File: config.mk
export PLATFORM = sky130hd
export DESIGN_NAME = refresh_interval_timer
export DESIGN_NICKNAME = d
export VERILOG_FILES = /design/src/rtl/rit_pkg.sv /design/src/rtl/rit_counter.sv /design/src/rtl/rit_regs.sv /design/src/rtl/rit_refresh.sv /design/src/rtl/refresh_interval_timer.sv
export SDC_FILE = /design/constraint.sdc
export NUM_CORES = 1
export LEC_CHECK = 0
export BUFFER_PORTS_ARGS = -buffer_cell sky130_fd_sc_hd__buf_2
export CAP_MARGIN = 10
export CORE_ASPECT_RATIO = 2
export CORE_UTILIZATION = 51
export CTS_CLUSTER_DIAMETER = 200
export DETAILED_ROUTE_END_ITERATION = 7
export GPL_ROUTABILITY_DRIVEN = 0
export PLACE_DENSITY = 0.79
export SLEW_MARGIN = 10
export SYNTH_ARGS = -nofsm -noshare
export SYNTH_HDL_FRONTEND = slang
export SYNTH_SLANG_ARGS = --single-unit
File: constraint.sdc
create_clock -name clk -period 2.3 [get_ports clk]
set_clock_uncertainty 0.15 [all_clocks]
set_input_delay 0.23 -clock clk [delete_from_list [all_inputs] [get_ports clk]]
set_output_delay 0.23 -clock clk [all_outputs]
set_load 0.01 [all_outputs]
File: src/rtl/rit_pkg.sv
package rit_pkg;
  localparam int ADDR_W = 2;

  localparam logic [ADDR_W-1:0] ADDR_CSR   = 2'd0;
  localparam logic [ADDR_W-1:0] ADDR_CNT   = 2'd1;
  localparam logic [ADDR_W-1:0] ADDR_LIMIT = 2'd2;

  localparam int BIT_FLAG = 0;
  localparam int BIT_IE   = 1;
  localparam int BIT_EN   = 2;
  localparam int BIT_MODE = 3;

  typedef struct packed {
    logic mode;
    logic en;
    logic ie;
    logic flag;
  } csr_t;
endpackage

File: src/rtl/rit_counter.sv
module rit_counter #(
  parameter int CNT_W = 8
) (
  input  logic             clk,
  input  logic             por_n,
  input  logic             hold,
  input  logic             tick,
  input  logic             load_en,
  input  logic [CNT_W-1:0] load_val,
  input  logic [CNT_W-1:0] limit,
  output logic [CNT_W-1:0] count,
  output logic             match
);
  assign match = !hold && (count == limit);

  always_ff @(posedge clk or negedge por_n) begin
    if (!por_n) begin
      count <= '0;
    end else if (!hold) begin
      if (load_en)    count <= load_val;
      else if (match) count <= '0;
      else if (tick)  count <= count + 1'b1;
    end
  end
endmodule

File: src/rtl/rit_regs.sv
module rit_regs
  import rit_pkg::*;
#(
  parameter int CNT_W  = 8,
  parameter int DATA_W = 16
) (
  input  logic              clk,
  input  logic              por_n,
  input  logic              hold,
  input  logic              we,
  input  logic              re,
  input  logic [ADDR_W-1:0] addr,
  input  logic [DATA_W-1:0] wdata,
  input  logic              match,
  output logic [CNT_W-1:0]  limit,
  output csr_t              csr
);
  logic armed;
  logic csr_we, csr_re, lim_we, clr_req;

  assign csr_we  = we && (addr == ADDR_CSR);
  assign csr_re  = re && (addr == ADDR_CSR);
  assign lim_we  = we && (addr == ADDR_LIMIT);
  assign clr_req = csr_we && armed && !wdata[BIT_FLAG];

  always_ff @(posedge clk or negedge por_n) begin
    if (!por_n) begin
      limit <= '0;
      csr   <= '0;
      armed <= 1'b0;
    end else if (!hold) begin
      if (lim_we) limit <= wdata[CNT_W-1:0];
      if (csr_we) begin
        csr.ie   <= wdata[BIT_IE];
        csr.en   <= wdata[BIT_EN];
        csr.mode <= wdata[BIT_MODE];
      end
      if (match)        csr.flag <= 1'b1;
      else if (clr_req) csr.flag <= 1'b0;
      if (csr_we)                  armed <= 1'b0;
      else if (csr_re && csr.flag) armed <= 1'b1;
    end
  end
endmodule

File: src/rtl/rit_refresh.sv
module rit_refresh (
  input  logic clk,
  input  logic por_n,
  input  logic hold,
  input  logic fire,
  input  logic ack,
  output logic req
);
  always_ff @(posedge clk or negedge por_n) begin
    if (!por_n) begin
      req <= 1'b0;
    end else if (!hold) begin
      if (fire)            req <= 1'b1;
      else if (req && ack) req <= 1'b0;
    end
  end
endmodule

File: src/rtl/refresh_interval_timer.sv
module refresh_interval_timer
  import rit_pkg::*;
#(
  parameter int CNT_W  = 8,
  parameter int DATA_W = 16
) (
  input  logic              clk,
  input  logic              por_n,
  input  logic              standby,
  input  logic              tick,
  input  logic [ADDR_W-1:0] reg_addr,
  input  logic              reg_we,
  input  logic              reg_re,
  input  logic [DATA_W-1:0] reg_wdata,
  output logic [DATA_W-1:0] reg_rdata,
  output logic              rfsh_req,
  input  logic              rfsh_ack,
  output logic              irq
);
  localparam int PAD_W = DATA_W - CNT_W;
  localparam int CSR_W = $bits(csr_t);

  logic [CNT_W-1:0] count, limit;
  logic             match, cnt_we, fire;
  csr_t             csr;

  assign cnt_we = reg_we && (reg_addr == ADDR_CNT);

  rit_counter #(.CNT_W(CNT_W)) u_cnt (
    .clk(clk), .por_n(por_n), .hold(standby), .tick(tick),
    .load_en(cnt_we), .load_val(reg_wdata[CNT_W-1:0]),
    .limit(limit), .count(count), .match(match)
  );

  rit_regs #(.CNT_W(CNT_W), .DATA_W(DATA_W)) u_regs (
    .clk(clk), .por_n(por_n), .hold(standby), .we(reg_we), .re(reg_re),
    .addr(reg_addr), .wdata(reg_wdata), .match(match),
    .limit(limit), .csr(csr)
  );

  assign fire = match && csr.en && !csr.mode;

  rit_refresh u_rf (
    .clk(clk), .por_n(por_n), .hold(standby), .fire(fire),
    .ack(rfsh_ack), .req(rfsh_req)
  );

  assign irq = csr.flag && csr.ie;

  always_comb begin
    case (reg_addr)
      ADDR_CSR:   reg_rdata = {{(DATA_W-CSR_W){1'b0}}, csr};
      ADDR_CNT:   reg_rdata = {{PAD_W{1'b0}}, count};
      ADDR_LIMIT: reg_rdata = {{PAD_W{1'b0}}, limit};
      default:    reg_rdata = '0;
    endcase
  end
endmodule

======== Word-level counts from Yosys, hierarchy flattened ========
Index checks and enable logic that the tools add are counted.
operators by class
  $add $sub $neg .......................... 1
  multipliers ............................. 0
  divide/modulo/power cells ............... 0
  magnitude comparators ................... 0
  eq/ne operators ......................... 3
  shifts and indexed selects .............. 0
  muxes and demuxes ....................... 10
  bitwise operators ....................... 1
  reduce and logical (&&, ||, !) cells .... 26
operators with widths
  operator             number
  $mux 8               3
  $pmux 8 s3           1
  $logic_and 1x1->1    12
  $reduce_and 2->1     6
  $add 8x1->8 const B  1
  $eq 8x8->1           1
  $mux 1               6
  $reduce_bool 2->1    3
  $logic_not 1->1      3
  $reduce_bool 3->1    1
  $eq 2x1->1 const B   1
  $eq 2x2->1 const B   1
  $logic_not 2->1      1
  $not 1->1            1
word-level totals
  bits in registers ....................... 22
  latch bits .............................. 0
  bits in writable memories ............... 0
  ROM bits ................................ 0
  input bits .............................. 25
  logic and storage cells ................. 49
  memories kept ........................... 0

======== Depth between registers and ports, before layout ========
Gate-level depths: netlist of the first run.
  word-level depth ........................ 6
  depth in mapped cells ................... 7
  depth with buffers taken out ............ 6

======== By module ========
A second synthesis of the first run with hierarchy kept.
unflattened totals
  cell total of the unflattened synthesis .. 155
  area total of the unflattened synthesis .. 1,547.7 um^2
modules (own cells, without submodules)
  module                  instances  cells an instance  area each (um^2)  sequential area each (um^2)
  rit_counter             1          88                 740.7             200.2
  rit_regs                1          34                 524.3             325.3
  refresh_interval_timer  1          29                 239.0             0.0
  rit_refresh             1          4                  43.8              25.0

======== Worst setup path before layout of the first run ========
No wires, ideal clock.
  kind .................................... register to register
  start point ............................. reg u_regs.limit[7]
  end point ............................... reg u_cnt.count[4]
  data arrival time ....................... 1,396 ps
  required time ........................... 2,010 ps
  path slack .............................. 614 ps
  stages on the path, launching flop included .. 6
  path through ............................ dfrtp_1 -> xor2_1 -> nor4_2 -> nand4_2 -> a221oi_1 -> a311oi_2
on the way
  cells in the longest elaborated chain, start to end .. 4
  elaborated cells between the ends (all ways) .. 6
RTL lines
  what                                                                 line               RTL
  start: declaration                                                   rit_regs.sv:15     output logic [CNT_W-1:0] limit,
  start signal: assignment                                             rit_regs.sv:32     if (lim_we) limit <= wdata[CNT_W-1:0];
  $eq 8x8->1 *                                                         rit_counter.sv:14  assign match = !hold && (count == limit);
  $logic_and 1x1->1 *                                                  rit_counter.sv:14
  $reduce_bool 3->1 (no source line) / $mux 8 (equally long branches)  -
  $reduce_and 2->1 (no source line) / $mux 8 (equally long branches)   -
  end signal: assignment                                               rit_counter.sv:20  if (load_en) count <= load_val;
  end signal: assignment                                               rit_counter.sv:22  else if (tick) count <= count + 1'b1;
  end: declaration                                                     rit_counter.sv:11  output logic [CNT_W-1:0] count,
Mark *: on every way between the ends. The rest lies on a longest branch, timed or not.
A chain may end at the register's enable or synchronous reset.

======== Worst setup path after layout of the first run ========
  start point ............................. reg u_cnt.count[7]
  end point ............................... reg u_cnt.count[4]
on the way
  cells in the longest elaborated chain, start to end .. 4
  elaborated cells between the ends (all ways) .. 6
RTL lines
  what                                                                 line
  $eq 8x8->1 *                                                         rit_counter.sv:14
  $logic_and 1x1->1 *                                                  rit_counter.sv:14
  $reduce_bool 3->1 (no source line) / $mux 8 (equally long branches)  -
  $reduce_and 2->1 (no source line) / $mux 8 (equally long branches)   -
Marked as above.

==> results of run 1 <==
==> flip-flops by register name (all words and copies together) (netlist names) <==
| register | flops |
|---|---|
| u_cnt.count | 8 |
| u_regs.armed | 1 |
| u_regs.limit | 8 |
| u_regs.csr | 4 |
| u_rf.req | 1 |
==> synth_stat cells, drive strengths merged, types with 4 or more instances <==
library cell  count  area share, %
a21oi             8            2.7
xor2              6            3.5
and3              4            1.7
nor2              5            1.3
a2bb2oi           6            3.5
a22o              4            2.7
and2              4            1.8
o21ai             7            2.6
nand2            12            3.0
mux2i             4            2.7
nand3             6            2.0
dfrtp            22             37
buf              14            7.5
mux2             11            8.3
==> power groups by stage <==
stage               registers, mW  logic (mW)  clock network [mW]
finish                      0.610       0.414               0.287
global route                0.622       0.452               0.301
CTS                         0.607       0.415               0.290
detailed placement          0.614       0.410                   0
global placement            0.604       0.395                   0
floorplan                   0.551       0.354                   0
==> how the worst max path moves through the flow <==
stage	endpoint	slack (ns)	cells past startpoint
2_1_floorplan	u_cnt.count[4]$_DFFE_PN0P_	0.61	5
3_3_place_gp	u_cnt.count[0]$_DFFE_PN0P_	0.37	6
3_5_place_dp	u_cnt.count[4]$_DFFE_PN0P_	0.35	5
4_1_cts	u_cnt.count[0]$_DFFE_PN0P_	0.33	6
5_1_grt	u_cnt.count[4]$_DFFE_PN0P_	0.22	5
6_report	u_cnt.count[4]$_DFFE_PN0P_	0.30	5
==> per-layer routing <==
| layer | GRT usage [%] | vias to the layer above |
|---|---|---|
| li1 | - | 577 |
| met1 | 29.02 | 596 |
| met2 | 45.00 | 47 |
| met3 | 2.825 | 12 |
| met4 | 15.67 | 0 |
| met5 | 0 | - |
==> metrics by stage <==
| step | hold slack (ns) | area, sq um |
|---|---|---|
| floorplan | -0.2156 | 1518 |
| global placement | 0.06986 | 1590 |
| detailed placement | 0.08197 | 1590 |
| CTS | 0.05352 | 1655 |
| global route | 0.06820 | 1655 |
| finish | 0.05665 | 1655 |
==> layout make-up <==
class | instances | area share, %
clock buffers | 4 | 3.326
inverters | 3 | 0.6803
multi-input cells | 114 | 50.26
flip-flops and latches | 22 | 33.26
well taps | 29 | 2.192
repair buffers | 31 | 10.28
==> cells by family (layout without fill, tap and decap cells) <==
logic type,after synthesis,count (layout),synth area share [%]
flops,22,22,36.91
simple gates,44,44,17.45
xor+xnor,8,8,4.698
mux,15,15,10.99
fa+ha+maj,1,1,0.8388
other cells,1,8,0.2514
buf+inv,20,38,9.060
compound gates,38,38,19.80
==> timing repair <==
action	in CTS	in global routing
hold buffers	1	0
endpoints found under the setup margin	0	0
hold endpoints to repair	22	0
buffers inserted	0	0
==> out/results.md, run 1 <==
| Stage | Item | This run |
|---|---|---|
| timing | Minimum clock period | 1.996 ns |
| clocking | Post-cts resize count | 0 |
| power | Max VDD drop | 0.5336 mV |
| yosys | Sequential-to-total area share from yosys stat | 36.91% |
| finish | Area of the multi-input gates | 832.0 sq um |
| clocking | Reg clk slew, reported paths | 0.08 ns |
| global routing | Largest net degree at the start of global routing | 23 |
| floorplan | Die span in x | 40.24 um |
| clocking | Clock root buffer master | sky130_fd_sc_hd__clkbuf_8 |
| job | MaxCap Viol Count | 0 |
| finish | Share of post-route cells with drive strength above 1 | 35.06% |
| yosys | Mean area per synthesized cell | 10.01 sq um |
| floorplan | Die Y | 78.48 um |
| timing | Final period utilization | 86.80% |
| critical path | Critical-path cell list | xor2_1, nor4_2, nand4_2, a221oi_1, a311oi_2 |
| floorplan | Area inside the core boundary | 2770 sq um |
| yosys | Distinct cell type count of the synthesized netlist | 44 |
| detailed routing | Total length of routed met3 wires | 139 um |
| critical path | Element type at the critical path end | flop |
| yosys | Ys Warns | 0 |
| timing | Setup violations, final | 0 |
| critical path | Launch point of the critical path | u_cnt.count[7]$_DFFE_PN0P_ |
| yosys | Netlist area before placement | 1491 sq um |
| detailed routing | Final Routed Wirelength | 3.697 mm |
| timing | Worst slew margin relative to its limit | 65.02% |
| global routing | Total track usage | 26.52% |
| global routing | Antenna violations before repair | 0 |
| critical path | Family with the most delay on the worst path | simple AND/OR/NAND/NOR gates |
| critical path | End of the worst register-to-register path | u_cnt.count[4]$_DFFE_PN0P_ |
| timing | Slew Limit Fails | 0 |
| power | Proportion of power drawn by flip-flops and latches | 46.5% |
| finish | Most common cell after layout, fill and taps aside | sky130_fd_sc_hd__buf_2 |
| clocking | Clock Path Buffers | 2 |
| detailed routing | Length of routed met2 wiring | 2.110 mm |
| finish | Total Nets Final | 201 |
| critical path | Class of the most critical setup path | reg2reg |
| critical path | Startpoint of the worst-slack reg-to-reg timing path | u_cnt.count[7]$_DFFE_PN0P_ |
| yosys | Most instantiated flip-flop cell in the synthesis netlist | sky130_fd_sc_hd__dfrtp_1 |
| critical path | Kind of launch point of the worst setup path | flop |
| timing | Highest clock rate | 500.9 MHz |
| placement | Placed Instances | 198 |
| power | Sw Share | 35.61% |
| critical path | Worst Path Max Fanout | 9 |
| yosys | Fraction of registers with async set/reset | 100.0% |
| clocking | CTS Buf Count | 3 |
| global routing | First-pass GRT wire length | 5.747 mm |
| finish | Area growth from synthesis to layout | 10.99% |
| placement | Placement-stage worst setup slack | 0.3473 ns |
| floorplan | Area enclosed by the die boundary | 3158 sq um |
| critical path | Cell with the biggest individual delay on the critical path | sky130_fd_sc_hd__a221oi_1 |
| timing | Worst Setup Slack, final | 0.3037 ns |
| detailed routing | Routed wire per std cell | 18.21 um |
| placement | HPWL Detailed | 2.762 mm |
| floorplan | Initial cell density of the core | 53.84% |
| power | Switching power | 466.7 uW |
| critical path | Sum of buffers and inverters on the critical path | 0 |
| detailed routing | Via-to-Cell Ratio | 6.069 |
| timing | Worst-margin pin slew | 0.5247 ns |
| timing | Count of final hold-check violations | 0 |
| detailed routing | Routed metal-1 wire length | 1.324 mm |
| global routing | Via count of the first global-routing pass | 1213 |
| detailed routing | Number of DRC markers in iteration 0 | 44 |
| critical path | Worst-case reg-to-reg path depth | 5 |
| finish | Non-filler instance count after layout | 203 |
| critical path | Signal arrival time at the worst endpoint | 1.99 ns |
| finish | Most frequent cells in the layout | sky130_fd_sc_hd__buf_2, sky130_fd_sc_hd__dfrtp_1, sky130_fd_sc_hd__nand2_1, sky130_fd_sc_hd__mux2_2 |
| finish | FF/Latch Area | 550.5 sq um |
| global routing | Remaining Overflow, GRT | 0 |
| clocking | Number of clock sinks seen by CTS | 22 |
| hold path | Worst-case hold path end point | u_regs.limit[6]$_DFFE_PN0P_ |
| hold path | Startpoint of the tightest hold check path | reg_wdata[6] |
| clocking | CTS tree | built |
| detailed routing | Overall via count from detail_route | 1232 |
| hold path | Type of the tightest min-delay check | in2reg |
| finish | Count of fill cells added during filler insertion | 250 |
| critical path | Setup slack of the most critical reg-to-reg path | 0.30 ns |
| detailed routing | Count of nets left with antenna violations after detail routing | 0 |
| timing | Final total negative setup slack | 0 ns |
| floorplan | Site row count | 27 |
| power | Total power density per cell area | 791.8 nW/um^2 |
| critical path | Maximum single-stage delay on the critical path | 0.44 ns |
| power | Internal cell power | 843.9 uW |
| detailed routing | Final routed DRC violation total | 0 |
| hold path | Cell depth of the worst hold path | 2 |
| timing | Unrepaired setup endpoints after global routing | false |
| critical path | Required time reported for the critical path endpoint | 2.29 ns |
| clocking | Total number of H-tree levels | 1 |
| power | Relative contribution of the clock network to total power | 21.9% |
| finish | Antenna Diode Count | 0 |
| yosys | Number of storage elements in the synthesis netlist | 22 |
| yosys | Number of synthesized flops with an enable pin | 0 |
| yosys | Count of mapped cells out of synthesis | 149 |
| detailed routing | Count of TritonRoute iterations in the first routing pass | 4 |
| placement | Number of buffer cells added on primary ports | 26 |
| floorplan | Number of top-level pins | 43 |
| power | PnR Total Power | 1.311 mW |
| run status | Status | completed |
| finish | Utilization after layout | 59.76% |
| power | Static leakage power | 0.7866 nW |
| detailed routing | Max layer used | met4 |
| power | Part of the total power dissipated in combinational logic | 31.6% |
| clocking | Insertion delay to the later sink of the worst-skew pair | 0.27 ns |
(Power assumes the default switching activity.)
==> inputs of run 2 (changes only) <==
CORE_UTILIZATION = 52   (was 51)
GPL_TIMING_DRIVEN = 0   (was unset)
PLACE_DENSITY = 0.8   (was 0.79)
SYNTH_HIERARCHICAL = 1   (was unset)
==> run 2 against run 1 <==
Compared with the run above:
- global-route usage grew 0.95 points
- design area grew 10%
- routed wire length grew 3.1%
- cell count grew 9.4%
- combinational power grew 37%
- non-clock buffer count grew 9
- hold slack lost 0.041 ns
- register-to-register slack lost 0.06 ns
- via count grew 11%
- count of clock-buffer cells in the layout shrank 1
- power grew 19%
- critical endpoint is now u_rf/req$_DFFE_PN0P_
- highest routed layer unchanged
==> out/results.md, run 2 <==
| Stage | Item | This run |
|---|---|---|
| run status | Status | completed |
| detailed routing | Number of DRC markers in iteration 0 | 56 |
| yosys | Count of mapped cells out of synthesis | 155 |
| yosys | Share of the synthesized area in the top cell type | 35.57% |
| timing | Slew Limit Fails | 0 |
| placement | Placed cell areas | 1740 sq um |
| critical path | Class of the most critical setup path | reg2reg |
| clocking | Number of hold buffers added after cts | 1 |
| yosys | Netlist area before placement | 1548 sq um |
| floorplan | Die span in x | 40.58 um |
| finish | Share of post-route cells with drive strength above 1 | 33.16% |
| yosys | Cell type with the largest total area after synthesis | sky130_fd_sc_hd__dfrtp_1 |
| floorplan | Initial cell density of the core | 55.20% |
| power | Max VDD drop | 0.5410 mV |
| critical path | End of the worst register-to-register path | u_rf/req$_DFFE_PN0P_ |
| floorplan | Number of top-level pins | 43 |
| detailed routing | Routed wire per std cell | 17.16 um |
| timing | Count of final hold-check violations | 0 |
| finish | Area of the multi-input gates | 895.9 sq um |
| critical path | Signal arrival time at the worst endpoint | 2.12 ns |
| finish | Area of all placed cells without fillers | 1822 sq um |
| timing | Minimum clock period | 2.056 ns |
| finish | Total Nets Final | 220 |
| timing | Highest clock rate | 486.3 MHz |
| timing | Worst Setup Slack, final | 0.2437 ns |
| global routing | Via count of the first global-routing pass | 1348 |
| clocking | Number of clock sinks seen by CTS | 22 |
| global routing | Largest net degree at the start of global routing | 23 |
| yosys | Sequential-to-total area share from yosys stat | 35.57% |
| hold path | Worst-case hold path end point | u_regs/armed$_DFFE_PN0P_ |
| yosys | Ys Warns | 6 |
| detailed routing | Final routed DRC violation total | 0 |
| critical path | Worst Path Max Fanout | 7 |
| floorplan | Die Y | 79.16 um |
| critical path | Setup slack of the most critical reg-to-reg path | 0.24 ns |
| yosys | Number of storage elements in the synthesis netlist | 22 |
| placement | Placement-stage worst setup slack | 0.2544 ns |
| finish | Area growth from synthesis to layout | 17.70% |
| clocking | Clock root buffer master | sky130_fd_sc_hd__clkbuf_8 |
| floorplan | Site row count | 27 |
| critical path | Maximum single-stage delay on the critical path | 0.57 ns |
| finish | Count of fill cells added during filler insertion | 243 |
| power | Total power density per cell area | 857.9 nW/um^2 |
| yosys | Most instantiated flip-flop cell in the synthesis netlist | sky130_fd_sc_hd__dfrtp_1 |
| detailed routing | Count of nets left with antenna violations after detail routing | 0 |
| finish | Most common cell after layout, fill and taps aside | sky130_fd_sc_hd__buf_2 |
| critical path | Required time reported for the critical path endpoint | 2.36 ns |
| floorplan | Area enclosed by the die boundary | 3212 sq um |
| yosys | Distinct cell type count of the synthesized netlist | 49 |
| hold path | Type of the tightest min-delay check | in2reg |
| timing | Worst-margin pin slew | 0.8169 ns |
| yosys | Mean area per synthesized cell | 9.985 sq um |
| detailed routing | Via-to-Cell Ratio | 6.180 |
| power | Static leakage power | 0.8636 nW |
| detailed routing | Count of TritonRoute iterations in the first routing pass | 4 |
| critical path | Critical-path cell list | xor2_1, or4_4, nor3_4, nand2_1, nor2_1, a22o_1 |
| clocking | Reg clk slew, reported paths | 0.08 ns |
| placement | Number of buffer cells added on primary ports | 26 |
| critical path | Worst-case reg-to-reg path depth | 6 |
| clocking | Insertion delay to the later sink of the worst-skew pair | 0.27 ns |
| yosys | Cell with the most instances after synthesis | sky130_fd_sc_hd__dfrtp_1 |
| yosys | Fraction of registers with async set/reset | 100.0% |
| finish | Antenna Diode Count | 0 |
| global routing | Remaining Overflow, GRT | 0 |
| critical path | Element type at the critical path end | flop |
| clocking | CTS Buf Count | 3 |
| timing | Final total negative setup slack | 0 ns |
| clocking | Clock Path Buffers | 2 |
| detailed routing | Final Routed Wirelength | 3.810 mm |
| finish | Utilization after layout | 64.97% |
| timing | Final period utilization | 89.40% |
| timing | Unrepaired setup endpoints after global routing | false |
| floorplan | Area inside the core boundary | 2804 sq um |
| critical path | Cell with the biggest individual delay on the critical path | sky130_fd_sc_hd__or4_4 |
| timing | Worst slew margin relative to its limit | 45.24% |
| hold path | Startpoint of the tightest hold check path | reg_we |
| global routing | First-pass GRT wire length | 6.182 mm |
| clocking | CTS tree | built |
| timing | Setup violations, final | 0 |
| hold path | Cell depth of the worst hold path | 2 |
| clocking | Post-cts resize count | 0 |
| timing | Worst Hold Slack | 0.01613 ns |
| detailed routing | Overall via count from detail_route | 1372 |
| clocking | Total number of H-tree levels | 1 |
| job | MaxCap Viol Count | 0 |
| finish | Regs by FF count | u_cnt/count x8, u_regs/limit x8, u_regs/csr x4 |
| global routing | Total track usage | 27.47% |
| finish | Most frequent cells in the layout | sky130_fd_sc_hd__buf_2, sky130_fd_sc_hd__dfrtp_1, sky130_fd_sc_hd__buf_4, sky130_fd_sc_hd__nand2_1, sky130_fd_sc_hd__mux2_2 |
| placement | HPWL Detailed | 2.833 mm |
| yosys | Number of synthesized flops with an enable pin | 0 |
| critical path | Kind of launch point of the worst setup path | flop |
| global routing | Antenna violations before repair | 0 |
| yosys | Synth area leaders | sky130_fd_sc_hd__dfrtp_1, sky130_fd_sc_hd__mux2_2, sky130_fd_sc_hd__buf_4, sky130_fd_sc_hd__mux2i_1, sky130_fd_sc_hd__mux2_4 |
| clocking | Setup repair bufs after CTS | 0 |
| critical path | Startpoint of the worst-slack reg-to-reg timing path | u_cnt/count[4]$_DFFE_PN0P_ |
| finish | FF/Latch Area | 550.5 sq um |
| yosys | Commonest cells in the synthesized netlist | sky130_fd_sc_hd__dfrtp_1, sky130_fd_sc_hd__buf_4, sky130_fd_sc_hd__mux2_2, sky130_fd_sc_hd__nand2_1 |
## run 2: cell count changes after synthesis, sizes merged, moves of 3 or more
cell,previous run,this run
inv,3,7
a2bb2oi,6,1
nand3,6,2
xor2,6,3
xnor2,2,5
nand2,12,9
o2bb2ai,0,4
and4,0,3
## run 2: worst max-delay path by stage
stage                                    start              endpoint  slack, ns
floorplan           u_cnt/count[4]$_DFFE_PN0P_  u_rf/req$_DFFE_PN0P_       0.49
global placement    u_cnt/count[4]$_DFFE_PN0P_  u_rf/req$_DFFE_PN0P_       0.26
detailed placement  u_cnt/count[4]$_DFFE_PN0P_  u_rf/req$_DFFE_PN0P_       0.25
CTS                 u_cnt/count[4]$_DFFE_PN0P_  u_rf/req$_DFFE_PN0P_       0.23
global route        u_cnt/count[4]$_DFFE_PN0P_  u_rf/req$_DFFE_PN0P_       0.11
finish              u_cnt/count[4]$_DFFE_PN0P_  u_rf/req$_DFFE_PN0P_       0.24
## run 2: power breakdown
part	internal, mW	total [mW]	switching, mW	leakage (nW)
combinational	0.278	0.567	0.290	0.562
clock	0.233	0.369	0.137	0.0357
sequential	0.490	0.626	0.136	0.266
## run 2: logic make-up (layout without fill, tap and decap cells)
kind of cell	after synthesis	in the layout	share of synthesized area, %
fa+ha+maj	1	1	0.8083
simple gates	42	42	17.22
flops	22	22	35.57
xor+xnor	8	8	4.527
other cells	1	8	0.2423
compound gates	43	43	20.05
buf+inv	20	51	8.246
mux	18	18	13.34
## run 2: cell type report
class	count	share of cell area, %
multi-input cells	120	49.18
inverters	7	1.442
flip-flops and latches	22	30.22
clock buffers	3	2.266
repair buffers	27	7.692
well taps	29	1.992
clock inverters	1	1.648
plain buffers	13	5.563
## run 2: routing by layer
metal	GRT usage (%)	share of wire, %	vias to the layer above	wire, um
li1	-	-	635	-
met1	29.42	35	650	1347
met2	46.03	54	69	2067
met3	3.631	5.5	18	208
met4	17.33	4.9	0	187
met5	0	0	-	0
## run 2: critical path: cells and delay by family (launching register included)
| kind | cells | cell delay (ns) |
|---|---|---|
| and+or+nand+nor | 4 | 1.06 |
| DFF | 1 | 0.46 |
| xor gates and xnor gates | 1 | 0.18 |
| AOI/OAI and AO/OA | 1 | 0.14 |
## run 2: through the flow
step,total power [mW],std cells
3_5_place_dp,1.186,217
3_3_place_gp,1.161,217
2_1_floorplan,1.016,162
6_report,1.563,222
5_1_grt,1.666,222
4_1_cts,1.564,222
